<file path="src/rtl/scl_tg_pkg.sv">
package scl_tg_pkg;

    typedef enum logic [2:0] {
        ST_IDLE,
        ST_PULL,
        ST_HOLD,
        ST_SETUP,
        ST_WAITHI,
        ST_HIGH
    } tg_state_e;

endpackage

</file>
<file path="src/rtl/scl_tg_sync.sv">
module scl_tg_sync #(
    parameter int STAGES = 2
) (
    input  logic clk_i,
    input  logic rst_ni,
    input  logic d_i,
    output logic q_o
);

    logic [STAGES-1:0] chain_q;

    // The line idles high, so the chain resets to ones.
    if (STAGES == 1) begin : g_single
        always_ff @(posedge clk_i or negedge rst_ni) begin
            if (!rst_ni) chain_q <= '1;
            else         chain_q <= d_i;
        end
    end else begin : g_chain
        always_ff @(posedge clk_i or negedge rst_ni) begin
            if (!rst_ni) chain_q <= '1;
            else         chain_q <= {chain_q[STAGES-2:0], d_i};
        end
    end

    assign q_o = chain_q[STAGES-1];

endmodule

</file>
<file path="src/rtl/scl_tg_ticker.sv">
module scl_tg_ticker #(
    parameter int DIV_W = 4,
    parameter int CNT_W = 9
) (
    input  logic             clk_i,
    input  logic             rst_ni,
    input  logic             clr_i,
    input  logic [DIV_W-1:0] div_i,
    output logic             tick_o,
    output logic [CNT_W-1:0] ticks_o
);

    logic [DIV_W-1:0] pre_q;

    assign tick_o = !clr_i && (pre_q == div_i);

    always_ff @(posedge clk_i or negedge rst_ni) begin
        if (!rst_ni) begin
            pre_q   <= '0;
            ticks_o <= '0;
        end else if (clr_i) begin
            pre_q   <= '0;
            ticks_o <= '0;
        end else if (tick_o) begin
            pre_q   <= '0;
            ticks_o <= ticks_o + CNT_W'(1);
        end else begin
            pre_q   <= pre_q + DIV_W'(1);
        end
    end


    pre_bound_chk: assert property (@(posedge clk_i) disable iff (!rst_ni)
        !clr_i |-> (pre_q <= div_i));


    tick_wrap_chk: assert property (@(posedge clk_i) disable iff (!rst_ni)
        (tick_o && !clr_i) |=> (pre_q == '0));

endmodule

</file>
<file path="src/rtl/scl_timing_gen.sv">
module scl_timing_gen
    import scl_tg_pkg::*;
#(
    parameter int DIV_W       = 4,
    parameter int LO_W        = 8,
    parameter int HI_W        = 8,
    parameter int DLY_W       = 4,
    parameter int SYNC_STAGES = 2
) (
    input  logic             clk_i,
    input  logic             rst_ni,
    input  logic             en_i,
    input  logic             bit_req_i,
    input  logic [DIV_W-1:0] tick_div_i,
    input  logic [LO_W-1:0]  lo_len_i,
    input  logic [HI_W-1:0]  hi_len_i,
    input  logic [DLY_W-1:0] hold_dly_i,
    input  logic [DLY_W-1:0] setup_dly_i,
    input  logic             scl_i,
    output logic             scl_pull_o,
    output logic             sda_upd_o,
    output logic             scl_rel_o
);

    localparam int PH_W = (LO_W > HI_W) ? LO_W : HI_W;
    localparam int MX_W = (PH_W > DLY_W + 1) ? PH_W : DLY_W + 1;
    localparam int CW   = MX_W + 1;

    tg_state_e state_q, state_d;

    logic [DIV_W-1:0] div_q;
    logic [LO_W-1:0]  lo_q;
    logic [HI_W-1:0]  hi_q;
    logic [DLY_W-1:0] hold_q;
    logic [DLY_W-1:0] setup_q;

    logic          scl_seen;
    logic          tick;
    logic          tick_clr;
    logic [CW-1:0] ticks;
    logic [CW-1:0] dly_sum;
    logic [CW-1:0] lo_last;
    logic          hold_hit;
    logic          low_done;
    logic          high_done;

    scl_tg_sync #(.STAGES(SYNC_STAGES)) u_sync (
        .clk_i  (clk_i),
        .rst_ni (rst_ni),
        .d_i    (scl_i),
        .q_o    (scl_seen)
    );

    // Tick counting restarts on every entry to the low or high phase.
    assign tick_clr = !(state_q == ST_HOLD || state_q == ST_SETUP || state_q == ST_HIGH);

    scl_tg_ticker #(.DIV_W(DIV_W), .CNT_W(CW)) u_ticker (
        .clk_i   (clk_i),
        .rst_ni  (rst_ni),
        .clr_i   (tick_clr),
        .div_i   (div_q),
        .tick_o  (tick),
        .ticks_o (ticks)
    );

    // Fields follow the inputs only while idle.
    always_ff @(posedge clk_i or negedge rst_ni) begin
        if (!rst_ni) begin
            div_q   <= '0;
            lo_q    <= '0;
            hi_q    <= '0;
            hold_q  <= '0;
            setup_q <= '0;
        end else if (state_q == ST_IDLE) begin
            div_q   <= tick_div_i;
            lo_q    <= lo_len_i;
            hi_q    <= hi_len_i;
            hold_q  <= hold_dly_i;
            setup_q <= setup_dly_i;
        end
    end

    // Last tick index of the low phase: the longer of the low time and hold plus setup.
    assign dly_sum   = CW'(hold_q) + CW'(setup_q);
    assign lo_last   = (CW'(lo_q) > dly_sum) ? CW'(lo_q) : dly_sum;
    assign hold_hit  = (ticks == CW'(hold_q));
    assign low_done  = tick && (ticks == lo_last);
    assign high_done = tick && (ticks == CW'(hi_q));

    always_ff @(posedge clk_i or negedge rst_ni) begin
        if (!rst_ni) state_q <= ST_IDLE;
        else         state_q <= state_d;
    end

    always_comb begin
        state_d = state_q;
        unique case (state_q)
            ST_IDLE:   if (bit_req_i) state_d = ST_PULL;
            ST_PULL:   if (!scl_seen) state_d = ST_HOLD;
            ST_HOLD: begin
                if (low_done)      state_d = ST_WAITHI;
                else if (hold_hit) state_d = ST_SETUP;
            end
            ST_SETUP:  if (low_done) state_d = ST_WAITHI;
            ST_WAITHI: if (scl_seen) state_d = ST_HIGH;
            ST_HIGH:   if (high_done) state_d = bit_req_i ? ST_PULL : ST_IDLE;
            default:   state_d = ST_IDLE;
        endcase
        if (!en_i) state_d = ST_IDLE;
    end

    always_comb begin
        scl_pull_o = (state_q == ST_PULL) || (state_q == ST_HOLD) || (state_q == ST_SETUP);
        sda_upd_o  = en_i && (state_q == ST_HOLD) && hold_hit;
        scl_rel_o  = en_i && (state_q == ST_HOLD || state_q == ST_SETUP) && low_done;
    end


    disable_release_chk: assert property (@(posedge clk_i) disable iff (!rst_ni)
        !en_i |=> !scl_pull_o);


    rel_then_free_chk: assert property (@(posedge clk_i) disable iff (!rst_ni)
        scl_rel_o |=> !scl_pull_o);


    upd_single_chk: assert property (@(posedge clk_i) disable iff (!rst_ni)
        sda_upd_o |=> !sda_upd_o);


    strobe_in_low_chk: assert property (@(posedge clk_i) disable iff (!rst_ni)
        (sda_upd_o || scl_rel_o) |-> scl_pull_o);


    high_after_seen_chk: assert property (@(posedge clk_i) disable iff (!rst_ni)
        (state_q == ST_HIGH && $past(state_q) == ST_WAITHI) |-> $past(scl_seen));


    fields_frozen_chk: assert property (@(posedge clk_i) disable iff (!rst_ni)
        (state_q != ST_IDLE && $past(state_q) != ST_IDLE) |->
        ($stable(div_q) && $stable(lo_q) && $stable(hi_q) && $stable(hold_q) && $stable(setup_q)));

endmodule

</file>
<file path="config.mk">
export PLATFORM = sky130hd
export DESIGN_NAME = scl_timing_gen
export DESIGN_NICKNAME = d
export VERILOG_FILES = /design/src/rtl/scl_tg_pkg.sv /design/src/rtl/scl_tg_sync.sv /design/src/rtl/scl_tg_ticker.sv /design/src/rtl/scl_timing_gen.sv
export SDC_FILE = /design/constraint.sdc
export NUM_CORES = 1
export LEC_CHECK = 0
export ABC_AREA = 0
export BUFFER_PORTS_ARGS = -buffer_cell sky130_fd_sc_hd__buf_2
export CAP_MARGIN = 15
export CORE_MARGIN = 1.5
export CORE_UTILIZATION = 51
export DETAILED_ROUTE_END_ITERATION = 16
export PLACE_DENSITY = 0.81
export SLEW_MARGIN = 30
export SYNTH_ARGS = -nofsm -noshare
export SYNTH_HDL_FRONTEND = slang
export SYNTH_HIERARCHICAL = 1
export SYNTH_SLANG_ARGS = --single-unit
export TNS_END_PERCENT = 1
</file>
<file path="constraint.sdc">
create_clock -name clk_i -period 2.9 [get_ports clk_i]
set_clock_uncertainty 0.05 [all_clocks]
set_input_delay 0.29 -clock clk_i [delete_from_list [all_inputs] [get_ports clk_i]]
set_output_delay 0.29 -clock clk_i [all_outputs]
set_load 0.02 [all_outputs]
</file>
==> impl_metrics.toml <==
[status]
outcome = "finished, violations left"
violations = "negative setup slack"

[final_layout]
most-common-layout-cells = "dfrtp_1, buf_2, mux2_2"
area_growth_pct = 19.2
drive_above_1_share_pct = 36.7
layout.cells.non_filler = 350
regArea_um2 = 1150
multiInputGateArea_um2 = 1360
final_nets = 327
layout_commonest_cell = "dfrtp_1"
num_antenna_cells = 0
fill_cells = 384

[sta]
worst_slack_ns = -0.624
holdWs_ns = 0.0200
min_period_ns = 3.52
finalSetupViolCount = 4
slew_viol_final = 0
rsz0062_at_grt = "yes"
period_share_pct = 122
finalHoldViolCount = 0
worst_pin_slew_ns = 0.569
timing.fmax_mhz = 284
max-slew-margin-rel_pct = 62.1

[synthesis]
synthesis.nets = 274
synth_top_area_share_pct = 43.1
seq_area_frac_synth_pct = 45.1
yosysTopAreaCell = "dfrtp_1"
ys_ff_latch = 46
syn_area_um2 = 2560
yosysUniqueCellTypes = 39
syn_area_per_cell_um2 = 11.2
synth_warnings = 6
synthCells = 229
ys_top_cells_by_area = "dfrtp_1, mux2_2, xnor2_1"

[setup_path]
crit_fanout = 3
crit_chain = "ha_1 > a21o_1 > a21oi_2 > xor2_1 > ha_1 > nand4_1 > mux2i_1 > a21o_2 > a21oi_2 > a221oi_1 > nor4_2 > and2_4 > buf_2"
crit_arrival_ns = 3.18
cpPeakStageDelay_ns = 0.40
critical-path-top-delay-family = "compound AO/OA/AOI/OAI gates"
r2r_cells = 12
cp-start-kind = "flop"
crit_path_end_kind = "primary output"
r2r-start = "setup_q[0]"
ff2ff_setup_slack_ns = -0.10
path_class = "flop to primary output"
crit_slowest_cell = "dfrtp_1"
cp_data_required_time_ns = 2.56
timing.rr.end = "state_q[2]"
timing.critical_path.buf_inv = 1

[die]
start_util_pct = 53.4
die_h_um = 73.8
rows = 25
core_um2 = 4790
ioPinCount = 36
die-area_um2 = 5450
fp.dieW_um = 73.8

[global_route]
grt_pass1_wl_um = 8690
grt_pass1_vias = 1903
grt_overflow_total = 0
grt_max_degree = 47
grt_usage_pct = 21.3
antenna_found_initial = 0

[pwr]
power_density_nw_per_um2 = 576
p_int_mw = 1.19
clockPowerShare_pct = 23.5
ir_drop_uv = 326
p_comb_share_pct = 33.0
seqPwrFrac_pct = 43.5
p_sw_share_pct = 32.4
p_leak_nw = 1.32
p_switching_mw = 0.568

[clocking]
cts_tree = "yes"
cts.path.max_buffers = 2
cts_buffers = 5
clk_pin_slew_ns = 0.10
worstSkewPairLatency_ns = 0.32
root_buffer = "clkbuf_8"
clkSinkCount = 46
cts_max_level = 2

[routing]
dr_wl_met3_um = 189
route.vias.total = 1968
routed_wl_um = 5150
wl_met2_um = 2610
drc = 0
maxUsedRoutingLayer = "met4"
postRouteAntennaNets = 0
drt_pre_antenna_iters = 4
avgViaCountPerCell = 5.62
wl_per_cell_um = 14.7
first_iter_violations = 147
routedLengthMet1_um = 2210

[min_path]
whs_path_depth = 1
hold_class = "input pin to flop"
whs_endpoint = "u_sync/chain_q[0]"
min_from = "scl_i"

[placement]
dp_hpwl_um = 3770
gp_congestion = 0.847
io_buffers = 35
dp.cells = 338

[job]
maxCapViolCount = 0
==> state kept, by name (all words and copies together), names as in the netlist <==
register and cells:
hold_q 4, u_ticker/pre_q 4, u_sync/chain_q 2, setup_q 4
div_q 4, u_ticker/ticks_o 9, state_q 3, hi_q 8
lo_q 8
==> timing repair <==
item                                    CTS  global route
pin swaps                                 1             1
hold endpoints to repair                 44             0
buffers inserted                          3             0
endpoints found under the setup margin    4             4
gates resized for setup                   0             1
hold buffers                              1             0
==> metrics by stage <==
step           setup WS [ns]  total power [mW]  util, %  setup TNS, ns  cell area, um2
2_1_floorplan         -0.125              1.14        -         -0.125            2580
3_3_place_gp          -0.215              1.29     60.9         -0.215            2920
3_5_place_dp          -0.309              1.32     61.0         -0.469            2920
4_1_cts               -0.646              1.75     63.6         -0.831            3040
5_1_grt               -0.788              1.84     63.7          -1.43            3050
6_report              -0.624              1.75     63.7         -0.802            3050
==> cell families after synthesis <==
kind of cell / Yosys count / share of synthesized area [%]
xor+xnor: 28 / 9.89
mux: 30 / 13.1
fa+ha+maj: 12 / 6.17
flops: 46 / 45.1
simple gates: 55 / 12.2
compound gates: 41 / 10.9
buf+inv: 17 / 2.64
==> area by class of cell <==
type	instances	share of cell area, %
clock buffers	5	2.26
clock inverters	3	0.780
inverters	10	1.23
multi-input cells	166	44.8
flip-flops and latches	46	37.9
well taps	67	2.75
repair buffers	53	10.3
==> metal layers <==
| metal | track usage (%) | vias up |
|---|---|---|
| li1 | - | 936 |
| met1 | 26.4 | 971 |
| met2 | 34.5 | 44 |
| met3 | 4.66 | 17 |
| met4 | 11.5 | 0 |
| met5 | 0 | - |
==> synthesized netlist by cell type <==
| library cell | number |
|---|---|
| nand2b_1 | 3 |
| xor2_1 | 10 |
| xnor2_1 | 17 |
| nor3_2 | 1 |
| a211oi_1 | 1 |
| nor4_1 | 2 |
| nor4_2 | 1 |
| a221oi_2 | 1 |
| o221ai_1 | 3 |
| a21oi_1 | 12 |
| a21o_1 | 2 |
| nor2b_1 | 7 |
| nand4_2 | 1 |
| nor2_1 | 12 |
| a21oi_2 | 1 |
| dfrtp_1 | 44 |
| o22ai_1 | 2 |
| or3_1 | 3 |
| fa_1 | 1 |
| nand2_1 | 4 |
| or4_1 | 3 |
| xnor2_2 | 1 |
| a221oi_1 | 3 |
| o21ai_0 | 8 |
| o211ai_1 | 2 |
| nand3_1 | 5 |
| mux2_2 | 27 |
| nor3_1 | 4 |
| nand4_1 | 5 |
| inv_1 | 10 |
| dfstp_2 | 2 |
| ha_1 | 11 |
| buf_2 | 3 |
| clkbuf_1 | 4 |
| and2_1 | 4 |
| o31ai_1 | 3 |
| mux2i_1 | 3 |
| a21o_2 | 1 |
| a32o_1 | 2 |
==> power by group through the flow <==
stage / registers (mW) / clock network [mW] / logic [mW]
finish: 0.764 / 0.412 / 0.578
global route: 0.774 / 0.439 / 0.631
CTS: 0.764 / 0.419 / 0.568
detailed placement: 0.778 / 0 / 0.542
global placement: 0.775 / 0 / 0.519
floorplan: 0.762 / 0 / 0.377
==> worst max-delay path by stage <==
stage                     cells after the start  slack (ns)  startpoint        end
after floorplan                              11       -0.13   hold_q[0]  scl_rel_o
after global placement                       12       -0.21  setup_q[0]  scl_rel_o
after detailed placement                     12       -0.31  setup_q[0]  scl_rel_o
after CTS                                    12       -0.65  setup_q[0]  scl_rel_o
after global routing                         12       -0.79  setup_q[1]  scl_rel_o
final                                        13       -0.62  setup_q[1]  scl_rel_o
No activity file was read; power rests on OpenSTA's default activity.
